[src/rtl/ctl_pulse_pkg.sv]
package ctl_pulse_pkg;

  typedef enum logic [1:0] {
    EDGE_RISE  = 2'd0,
    EDGE_FALL  = 2'd1,
    EDGE_BOTH  = 2'd2,
    EDGE_BOTH2 = 2'd3
  } edge_sel_e;

  localparam int DIV_W = 5;

  // Prescaler ratio for each select code; unused codes fall back to /2.
  function automatic logic [DIV_W-1:0] div_ratio(input logic [2:0] sel);
    case (sel)
      3'd0:    div_ratio = 5'd2;
      3'd1:    div_ratio = 5'd4;
      3'd2:    div_ratio = 5'd8;
      3'd3:    div_ratio = 5'd12;
      3'd4:    div_ratio = 5'd16;
      3'd5:    div_ratio = 5'd24;
      default: div_ratio = 5'd2;
    endcase
  endfunction

endpackage

[src/rtl/ctl_sync_edge.sv]
module ctl_sync_edge #(
  parameter int STAGES = 2
) (
  input  logic clk,
  input  logic rst_n,
  input  logic din,
  output logic level,
  output logic rise,
  output logic fall
);
  logic [STAGES-1:0] stage_q;
  logic              prev_q;

  genvar gi;
  generate
    for (gi = 0; gi < STAGES; gi++) begin : g_stage
      if (gi == 0) begin : g_first
        always_ff @(posedge clk) begin
          if (!rst_n) stage_q[gi] <= 1'b0;
          else        stage_q[gi] <= din;
        end
      end else begin : g_next
        always_ff @(posedge clk) begin
          if (!rst_n) stage_q[gi] <= 1'b0;
          else        stage_q[gi] <= stage_q[gi-1];
        end
      end
    end
  endgenerate

  always_ff @(posedge clk) begin
    if (!rst_n) prev_q <= 1'b0;
    else        prev_q <= stage_q[STAGES-1];
  end

  assign level = stage_q[STAGES-1];
  assign rise  = stage_q[STAGES-1] & ~prev_q;
  assign fall  = ~stage_q[STAGES-1] & prev_q;
endmodule

[src/rtl/ctl_prescale_timer.sv]
module ctl_prescale_timer
  import ctl_pulse_pkg::*;
#(
  parameter int TW = 16
) (
  input  logic          clk,
  input  logic          rst_n,
  input  logic [2:0]    div_sel,
  output logic [TW-1:0] count_q,
  output logic          ovf_q
);
  logic [DIV_W-1:0] div_cnt;
  logic [DIV_W-1:0] div_last;
  logic             tick;

  assign div_last = div_ratio(div_sel) - 5'd1;
  // >= so that switching to a smaller ratio never strands the counter
  assign tick     = (div_cnt >= div_last);

  always_ff @(posedge clk) begin
    if (!rst_n) begin
      div_cnt <= '0;
      count_q <= '0;
      ovf_q   <= 1'b0;
    end else begin
      div_cnt <= tick ? '0 : div_cnt + 1'b1;
      ovf_q   <= tick & (&count_q);
      if (tick) count_q <= count_q + 1'b1;
    end
  end
endmodule

[src/rtl/ctl_duty_judge.sv]
module ctl_duty_judge #(
  parameter int CW   = 16,
  parameter int TH_W = 4
) (
  input  logic            clk,
  input  logic            rst_n,
  input  logic            level,
  input  logic            rise,
  input  logic [TH_W-1:0] thr,
  output logic            judge,
  output logic            duty_bit
);
  localparam int PW = CW + TH_W;
  localparam logic [CW-1:0] CMAX = {CW{1'b1}};

  logic [CW-1:0] per_cnt;
  logic [CW-1:0] hi_cnt;
  logic          primed;
  logic [PW-1:0] hi_scaled;
  logic [PW-1:0] per_scaled;

  assign hi_scaled  = {hi_cnt, {TH_W{1'b0}}};
  assign per_scaled = PW'(per_cnt) * PW'(thr);
  assign judge      = rise & primed;
  assign duty_bit   = hi_scaled > per_scaled;

  always_ff @(posedge clk) begin
    if (!rst_n) begin
      per_cnt <= '0;
      hi_cnt  <= '0;
      primed  <= 1'b0;
    end else if (rise) begin
      per_cnt <= CW'(1);
      hi_cnt  <= CW'(1);
      primed  <= 1'b1;
    end else begin
      if (per_cnt != CMAX)          per_cnt <= per_cnt + 1'b1;
      if (level && hi_cnt != CMAX)  hi_cnt  <= hi_cnt + 1'b1;
    end
  end
endmodule

[src/rtl/ctl_pattern_count.sv]
module ctl_pattern_count #(
  parameter int SR_W = 8,
  parameter int PC_W = 4
) (
  input  logic            clk,
  input  logic            rst_n,
  input  logic            judge,
  input  logic            duty_bit,
  input  logic [SR_W-1:0] cmp_val,
  input  logic [PC_W-1:0] reload,
  output logic [SR_W-1:0] pat_q,
  output logic [PC_W-1:0] cnt_q,
  output logic            match_q,
  output logic            unf_q
);
  logic [SR_W-1:0] pat_next;

  assign pat_next = {pat_q[SR_W-2:0], duty_bit};

  always_ff @(posedge clk) begin
    if (!rst_n) begin
      pat_q   <= '0;
      cnt_q   <= '0;
      match_q <= 1'b0;
      unf_q   <= 1'b0;
    end else begin
      match_q <= judge & (pat_next == cmp_val);
      unf_q   <= judge & (cnt_q == '0);
      if (judge) begin
        pat_q <= pat_next;
        cnt_q <= (cnt_q == '0) ? reload : cnt_q - 1'b1;
      end
    end
  end
endmodule

[src/rtl/ctl_pulse_timer.sv]
module ctl_pulse_timer
  import ctl_pulse_pkg::*;
#(
  parameter int TW     = 16,
  parameter int SR_W   = 8,
  parameter int PC_W   = 4,
  parameter int TH_W   = 4,
  parameter int STAGES = 2
) (
  input  logic            clk,
  input  logic            rst_n,
  input  logic            ctl_in,
  input  logic [2:0]      div_sel,
  input  logic [1:0]      edge_sel,
  input  logic [TH_W-1:0] duty_thr,
  input  logic [SR_W-1:0] match_pat,
  input  logic [PC_W-1:0] pulse_reload,
  input  logic            cap_ready,
  output logic            cap_valid,
  output logic [TW-1:0]   cap_value,
  output logic [TW-1:0]   timer_value,
  output logic [SR_W-1:0] pat_shift,
  output logic [PC_W-1:0] pulse_left,
  output logic            irq_ovf,
  output logic            irq_edge,
  output logic            irq_unf,
  output logic            irq_match
);
  logic      lvl, rise, fall;
  logic      cap_edge;
  logic      judge, duty_bit;
  edge_sel_e esel;

  ctl_sync_edge #(.STAGES(STAGES)) u_sync (
    .clk(clk), .rst_n(rst_n), .din(ctl_in),
    .level(lvl), .rise(rise), .fall(fall)
  );

  ctl_prescale_timer #(.TW(TW)) u_tmr (
    .clk(clk), .rst_n(rst_n), .div_sel(div_sel),
    .count_q(timer_value), .ovf_q(irq_ovf)
  );

  ctl_duty_judge #(.CW(TW), .TH_W(TH_W)) u_duty (
    .clk(clk), .rst_n(rst_n), .level(lvl), .rise(rise), .thr(duty_thr),
    .judge(judge), .duty_bit(duty_bit)
  );

  ctl_pattern_count #(.SR_W(SR_W), .PC_W(PC_W)) u_pat (
    .clk(clk), .rst_n(rst_n), .judge(judge), .duty_bit(duty_bit),
    .cmp_val(match_pat), .reload(pulse_reload),
    .pat_q(pat_shift), .cnt_q(pulse_left),
    .match_q(irq_match), .unf_q(irq_unf)
  );

  assign esel = edge_sel_e'(edge_sel);

  always_comb begin
    case (esel)
      EDGE_RISE: cap_edge = rise;
      EDGE_FALL: cap_edge = fall;
      default:   cap_edge = rise | fall;
    endcase
  end

  // Capture stream: newest edge wins; word held until accepted.
  always_ff @(posedge clk) begin
    if (!rst_n) begin
      cap_valid <= 1'b0;
      cap_value <= '0;
      irq_edge  <= 1'b0;
    end else begin
      irq_edge <= cap_edge;
      if (cap_edge) begin
        cap_valid <= 1'b1;
        cap_value <= timer_value;
      end else if (cap_valid && cap_ready) begin
        cap_valid <= 1'b0;
      end
    end
  end
endmodule

[config.mk]
export PLATFORM = sky130hd
export DESIGN_NAME = ctl_pulse_timer
export DESIGN_NICKNAME = d
export VERILOG_FILES = /design/src/rtl/ctl_pulse_pkg.sv /design/src/rtl/ctl_sync_edge.sv /design/src/rtl/ctl_prescale_timer.sv /design/src/rtl/ctl_duty_judge.sv /design/src/rtl/ctl_pattern_count.sv /design/src/rtl/ctl_pulse_timer.sv
export SDC_FILE = /design/constraint.sdc
export NUM_CORES = 1
export LEC_CHECK = 0
export BUFFER_PORTS_ARGS = -buffer_cell sky130_fd_sc_hd__buf_2
export CORE_ASPECT_RATIO = 2
export CORE_MARGIN = 4
export CORE_UTILIZATION = 50
export DETAILED_ROUTE_END_ITERATION = 7
export PLACE_DENSITY = 0.7
export RECOVER_POWER = 25
export SLEW_MARGIN = 10
export SYNTH_ARGS = -nofsm -noshare
export SYNTH_HDL_FRONTEND = slang
export SYNTH_HIERARCHICAL = 1
export SYNTH_SLANG_ARGS = --single-unit
[constraint.sdc]
create_clock -name clk -period 11.5 [get_ports clk]
set_input_delay 1.15 -clock clk [delete_from_list [all_inputs] [get_ports clk]]
set_output_delay 1.15 -clock clk [all_outputs]
set_load 0.05 [all_outputs]
==> impl_results.md, run 1 <==
* P_leak at 3.26 nW
* HPWL after detailed placement at 12.1 mm
* Area growth from synthesis to layout at 9.52%
* Clock transition at path regs at 70 ps
* DRT iter0 DRCs at 239
* Worst Path Required at 11,760 ps
* Post-Route Skew at 7.96 ps
* Core area at 13,500 sq um
* Status: finished, final reports clean
* Worst-Margin Slew at 1440 ps
* Post-CTS Resized at 0
* Critical path class: input port to flop
* Initial Util at 51.4%
* Synthesis-stage register bit count at 90
* Vias at 5,872
* Cells after DPL at 993
* Crit path max-delay family: adder cells
* # IOs at 74
* FP Rows at 60
* Final non-filler cell total at 1,009
* Number of synthesized flops with an enable pin at 0
* Count of final max-slew check failures at 0
* CP endpoint kind: flop
* Layout cell share with drive strength beyond 1 at 14.8%
* Total power at 0.679 mW
* Total CTS buffers at 9
* Buf/Inv on CP at 3
* Vias per cell at 5.82
* Routed Antenna Nets at 0
* Syn avg cell area at 8.68 sq um
* Initial antenna violation count at 0
* Die Wd at 91.4 microns
* TritonCTS clock tree: done
* Largest net degree at the start of global routing at 39
* Critical Path Stages at 21
* Setup TNS at 0 ps
* Post-synthesis sequential area ratio at 25.9%
* Syn. warnings at 6
* Final hold violations at 0
* GP Congestion at 0.858
* Avg WL per Cell at 15.7 microns
* Vert. Die Dim at 175 microns
* CP cell instances: buf_2 -> and2_1 -> fa_1 -> inv_1 -> fa_1 -> inv_1 -> ha_1 -> a211o_1 -> a21oi_1 -> a21oi_1 -> nor3_1 -> o21ai_1 -> xnor2_1 -> ha_1 -> nand4_1 -> nor3_1 -> a211oi_1 -> a31oi_1 -> xnor2_1 -> nand4_1 -> nor4_2
* Clock sink total at 90
* Hold Crit Class: flop to flop
* Commonest cells after routing, fill and taps aside: dfxtp_1 (90), buf_2 (72), inv_1 (64)
* Worst R2R Path Depth at 18
* Worst rel slew slack at 4.33%
* Synthesized cell area at 6950 sq um
* VDD IR max at 0.0674 mV
* Async SR Flop Fraction at 0%
* Worst-Skew Late Latency at 350 ps
* Max stage delay cell, worst path: fa_1
* Diodes inserted at 0
* First-pass detailed-route iteration total at 5
* Final nets at 952
* Endpoints failing setup at 0
* Overflow after GRT at 0
* Most common cell after layout, fill and taps aside: dfxtp_1
* Synthesized Nets at 904
* PD cells at 89.2 nW/um^2
* Die area at 16,000 sq um
* Residual DRC at 0
* Vias in the first global route at 5,809
* Reg area at 1800 sq um
* Fill cells at 1,296
* First-pass GRT wire length at 27.2 mm
* WP data arrival at 5870 ps
* RSZ-0062 raised after global routing: no
* Routed Wire Length at 15.8 mm
* Multi-input gate area at 4680 sq um
* Max_cap viols at 0
* Max Root-Sink Buffers at 2
* Post-CTS Hold Fix Bufs at 0
* Fmax at 178 MHz
* Total GRT Usage at 20.5%
* Gate Count Post-Synth at 801
* Worst-path fanout max at 16
* Root buffer cell: clkbuf_16
* Critical Path Start Type: input port
* H-tree Lvls at 3
* Minimum clock period at 5610 ps
* # port buffers at 73
* Post-CTS setup buffers at 0
* Crit share post-route at 48.7%
* Primary FF master, synth: dfxtp_1
* Yosys cell types at 68
* CP peak stage delay at 530 ps
* Number of cells on the worst hold path at 1
==> kinds of logic after synthesis <==
group                      count (synthesis)  synth area share (%)
DFF                                       90                  25.9
adders and majority gates                 78                  17.1
xor gates and xnor gates                  50                  6.30
and+or+nand+nor                          298                  25.4
AOI/OAI and AO/OA                        164                  16.3
muxes                                     15                  2.16
buffers and inverters                    106                  6.84
==> through the flow <==
stage	utilization (%)	area [sq um]	hold slack [ps]	setup slack (ps)
global placement	54.1	7310	421	5550
finish	56.3	7610	454	5890
floorplan	-	6950	412	6040
detailed placement	54.1	7310	438	5490
CTS	56.4	7620	456	5860
global route	56.3	7610	467	5500
==> worst paths after layout <==
| kind | startpoint | to | slack, ps |
|---|---|---|---|
| setup / recovery | duty_thr[3] | u_pat/match_q | 5890 |
| hold reg to reg | u_sync/stage_q[0] | u_sync/level | 450 |
| setup reg to reg | u_duty/per_cnt[0] | u_pat/match_q | 6450 |
| hold / removal | u_sync/stage_q[0] | u_sync/level | 450 |
==> synth_stat cells (all sizes together), types with 13 or more instances <==
master | count | share of area, %
xnor2 | 22 | 2.8
dfxtp | 90 | 26
nand4 | 19 | 2.0
o21ai | 24 | 1.7
buf | 19 | 2.1
nand2 | 60 | 3.2
nor4b | 16 | 2.0
nor2b | 13 | 1.2
and2 | 47 | 4.2
nor2 | 43 | 2.4
clkbuf | 20 | 1.1
fa | 28 | 8.1
inv | 65 | 3.5
a211oi | 23 | 2.5
nand3 | 25 | 1.9
o211ai | 20 | 2.9
ha | 50 | 9.0
xor2 | 28 | 3.5
mux2i | 15 | 2.2
a21oi | 56 | 4.6
==> state kept, by name (all words and copies together) (netlist names), 4 cells and up <==
signal / flops
u_duty/per_cnt: 16
cap_value: 16
u_pat/cnt_q: 4
u_tmr/count_q: 16
u_tmr/div_cnt: 5
u_pat/pat_q: 8
u_duty/hi_cnt: 16
==> final cells by class <==
| cell class | count | share of cell area (%) |
|---|---|---|
| sequential | 90 | 23.7 |
| tap | 155 | 2.55 |
| clock inverter | 7 | 1.00 |
| timing repair buffer | 76 | 5.03 |
| clock buffer | 9 | 2.96 |
| inverter | 67 | 3.30 |
| multi-input combinational | 605 | 61.5 |
==> layer usage <==
metal | track usage, % | routed length (microns)
met5 | 0 | 0
met4 | 7.93 | 504
met3 | 2.97 | 377
met2 | 40.6 | 9020
met1 | 20.9 | 5900
==> power by group <==
part | total [mW] | internal (mW) | switching [mW]
clock network | 0.298 | 0.155 | 0.143
registers | 0.321 | 0.316 | 0.00540
logic | 0.0607 | 0.0209 | 0.0398
No activity file was read; power rests on OpenSTA's default activity.
==> run 2: changes to the inputs <==
ABC_AREA = 1   (was unset)
PLACE_DENSITY = 0.69   (was 0.7)
clock period = 5.4 ns   (was 11.5 ns; I/O delays follow)
==> run 2 against run 1 <==
Compared with the run above:
- the run now ends with capacitance limit, slew limit left
- synthesized area grew 6.8%
- final cell count grew 37%
- critical path depth is the same
- sequential cell count is the same
- combinational power grew to 3.3 times the previous value
- core utilization shrank 0.57 points
- sequential share of layout area shrank 1.3 points
- register-to-register slack lost 5600 ps
- clock skew grew 1.7 ps
- sequential power grew 120%
- worst setup slack lost 5100 ps
- die area grew 6.3%
- critical path type unchanged
==> impl_results.md, run 2 <==
* Synthesized Nets at 1,237 (was 904)
* Worst-Skew Late Latency at 350 ps (about the same)
* Worst r2r src: u_duty/per_cnt[0] (unchanged)
* Vias per cell at 5.07 (was 5.82)
* Internal power at 1.08 mW (was 0.491 mW)
* Worst-path fanout max at 16 (unchanged)
* RSZ-0062 raised after global routing: no (unchanged)
* Hold Crit Class: input port to flop (was flop to flop)
* Gate power share at 12.8% (was 8.9%)
* Setup TNS at 0 ps (unchanged)
* Post-CTS setup buffers at 0 (unchanged)
* Async SR Flop Fraction at 0% (unchanged)
* Routed Antenna Nets at 0 (unchanged)
* Synthesized cell area at 7420 sq um (was 6950 sq um)
* GP Congestion at 0.948 (was 0.858)
* Hold Crit Start: ctl_in (was u_sync/stage_q[0])
* Overflow after GRT at 0 (unchanged)
* Crit share post-route at 85.3%
* CP endpoint kind: flop (unchanged)
* Primary FF master, synth: dfxtp_1 (unchanged)
* Vert. Die Dim at 180 microns (was 175 microns)
* Total CTS buffers at 9 (unchanged)
* Count leader, synth: nand2_1 (was dfxtp_1)
* Syn avg cell area at 6.54 sq um (was 8.68 sq um)
* P_leak at 4.26 nW (was 3.26 nW)
* Fin util at 55.7% (was 56.3%)
* Endpoints failing setup at 0 (unchanged)
* Clock sink total at 90 (unchanged)
* Post-synth top area share at 24.3% (was 25.9%)
* Diodes inserted at 0 (unchanged)
* Synthesis-stage register bit count at 90 (unchanged)
* Switching part of the total power at 30.2% (was 27.7%)
* Vias in the first global route at 7,072 (was 5,809)
* Fmax at 217 MHz
* Vias at 7,002 (was 5,872)
* PD cells at 192 nW/um^2 (was 89.2 nW/um^2)
* Post-CTS Resized at 0 (unchanged)
* Gate Count Post-Synth at 1,134 (was 801)
* Syn. warnings at 6 (unchanged)
* # port buffers at 73 (unchanged)
* Max_cap viols at 1 (was 0)
* Yosys cell types at 40 (was 68)
* Number of synthesized flops with an enable pin at 0 (unchanged)
* Clock Power Share at 41.9% (was 43.8%)
* Initial antenna violation count at 0 (unchanged)
* Avg WL per Cell at 13.5 microns (was 15.7 microns)
* Reg power frac at 45.2% (was 47.3%)
* Largest net degree at the start of global routing at 54 (was 39)
* FP Rows at 62 (was 60)
* Cells after DPL at 1,364 (was 993)
* H-tree Lvls at 3 (unchanged)
* Count of final max-slew check failures at 54 (was 0)
* Final hold violations at 0 (unchanged)
* Clock transition at path regs at 80 ps (was 70 ps)
* Worst Path Required at 5650 ps (was 11,760 ps)
* Largest area contributor in the netlist: dfxtp_1 (unchanged)
* Top cells by area, synth: dfxtp_1 (24%), nand2_1 (16%), inv_1 (11%), ha_1 (8.4%), fa_1 (7.6%) (was dfxtp_1 (26%), ha_1 (9.0%), fa_1 (8.1%), and2_1 (4.2%), xor2_1 (3.5%))
* Post-Route Skew at 9.66 ps (was 7.96 ps)
* Worst rel slew slack at -51.7% (was 4.33%)
* Max Root-Sink Buffers at 2 (unchanged)
* Routed Wire Length at 18.6 mm (was 15.8 mm)
* Die area at 17,000 sq um (was 16,000 sq um)
* TritonCTS clock tree: done (unchanged)
* P_sw at 0.466 mW (was 0.188 mW)
* Minimum clock period at 4600 ps
* Failing checks: capacitance limit, slew limit
* Root buffer cell: clkbuf_16 (unchanged)
* Commonest cells after routing, fill and taps aside: nand2_1 (312), inv_1 (210), nor2_1 (124) (was dfxtp_1 (90), buf_2 (72), inv_1 (64))
* First-pass detailed-route iteration total at 4 (was 5)
* Total GRT Usage at 23.3% (was 20.5%)
* Worst setup path start: duty_thr[3] (unchanged)
* Post-synthesis sequential area ratio at 24.3% (was 25.9%)
* Critical path class: input port to flop (unchanged)
* VDD IR max at 0.170 mV (was 0.0674 mV)
* DRT iter0 DRCs at 233 (was 239)
* Critical Path Start Type: input port (unchanged)
* Most common cell after layout, fill and taps aside: nand2_1 (was dfxtp_1)
* Core area at 14,400 sq um (was 13,500 sq um)
* Residual DRC at 0 (unchanged)
* Status: complete, but fails checks (was finished, final reports clean)
* Layout cell share with drive strength beyond 1 at 9.09% (was 14.8%)
* Final nets at 1,286 (was 952)
* Initial Util at 51.4% (about the same)
* # IOs at 74 (unchanged)
* Post-CTS Hold Fix Bufs at 0 (unchanged)
* Worst-Margin Slew at 2270 ps (was 1440 ps)
* Post-synth top cells: nand2_1 (312), inv_1 (210), nor2_1 (124), dfxtp_1 (90), a21oi_1 (75) (was dfxtp_1 (90), inv_1 (64), nand2_1 (60), ha_1 (50), and2_1 (47))
* Fill cells at 1,497 (was 1,296)
* First-pass GRT wire length at 32.1 mm (was 27.2 mm)
* Final non-filler cell total at 1,380 (was 1,009)
* Area growth from synthesis to layout at 8.41% (was 9.52%)
* WP data arrival at 4860 ps (was 5870 ps)
* Die Wd at 94.1 microns (was 91.4 microns)
* HPWL after detailed placement at 14.6 mm (was 12.1 mm)
[run 2: changes by cell type after synthesis, moves of 29 or more]
cell | before | now
a21oi_1 | 46 | 75
nor2_1 | 42 | 124
nand2_1 | 60 | 312
inv_1 | 64 | 210
and2_1 | 47 | 2
nand3_1 | 24 | 53
[run 2: area by class of cell]
type | count | area, sq um | area share [%]
Sequential cell | 90 | 1800 | 22.4
Clock buffer | 10 | 239 | 2.97
Tap cell | 192 | 240 | 2.99
Timing Repair Buffer | 76 | 349 | 4.34
Inverter | 212 | 796 | 9.89
Clock inverter | 6 | 57.6 | 0.716
Multi-Input combinational cell | 794 | 4560 | 56.7
[run 2: final timing paths]
kind	endpoint	slack, ps	depth (start not counted)
worst max-delay path	u_pat/match_q	800	21
worst max register to register	u_pat/match_q	810	21
worst min-delay path	u_sync/stage_q[0]	380	3
worst min register to register	u_sync/level	410	2
[run 2: power groups by stage]
stage               combinational (mW)  sequential [mW]  clock [mW]
finish                           0.198            0.698       0.647
global route                     0.223            0.701       0.686
CTS                              0.202            0.698       0.664
detailed placement               0.202            0.714           0
global placement                 0.197            0.714           0
floorplan                        0.121            0.747           0
[run 2: kinds of logic after synthesis]
group | share of synthesized area, %
AO/OA/AOI/OAI | 9.73
buffers and inverters | 14.2
flip-flops | 24.3
XOR/XNOR | 2.95
adder cells (fa/ha/maj) | 16.0
AND/OR/NAND/NOR | 32.8
[run 2: metrics by stage]
stage	total power [mW]	worst slack, ps	hold WS (ps)	cell area (sq um)
2_1_floorplan	0.868	810	390	7420
3_3_place_gp	0.911	450	394	7790
3_5_place_dp	0.916	423	396	7790
4_1_cts	1.56	795	366	8080
5_1_grt	1.61	419	379	8040
6_report	1.54	796	375	8040
[run 2: worst max-delay path: stages]
cell and delay (ps):
buf_2 280, nand2_1 130, fa_1 520, fa_1 540, fa_1 510, o21ai_0 420
nand2_1 120, nand2_1 160, nand2_1 100, nand3b_1 100, nand2_1 60, ha_1 260
nand2_1 70, nor3_1 280, nand2_1 80, a21boi_0 220, inv_1 120, o21ai_0 160
nor2_1 70, nand3_1 70, nor2_1 40
[run 2: metal layers]
layer  wire, microns  vias up  share of wire (%)  global-route usage (%)
met5               0        -                  0                       0
met4             890        0                4.8                    12.6
met3             470       58                2.5                    2.80
met2           10700      125                 57                    45.2
met1            6560     3238                 35                    22.8
li1                -     3581                  -                       -
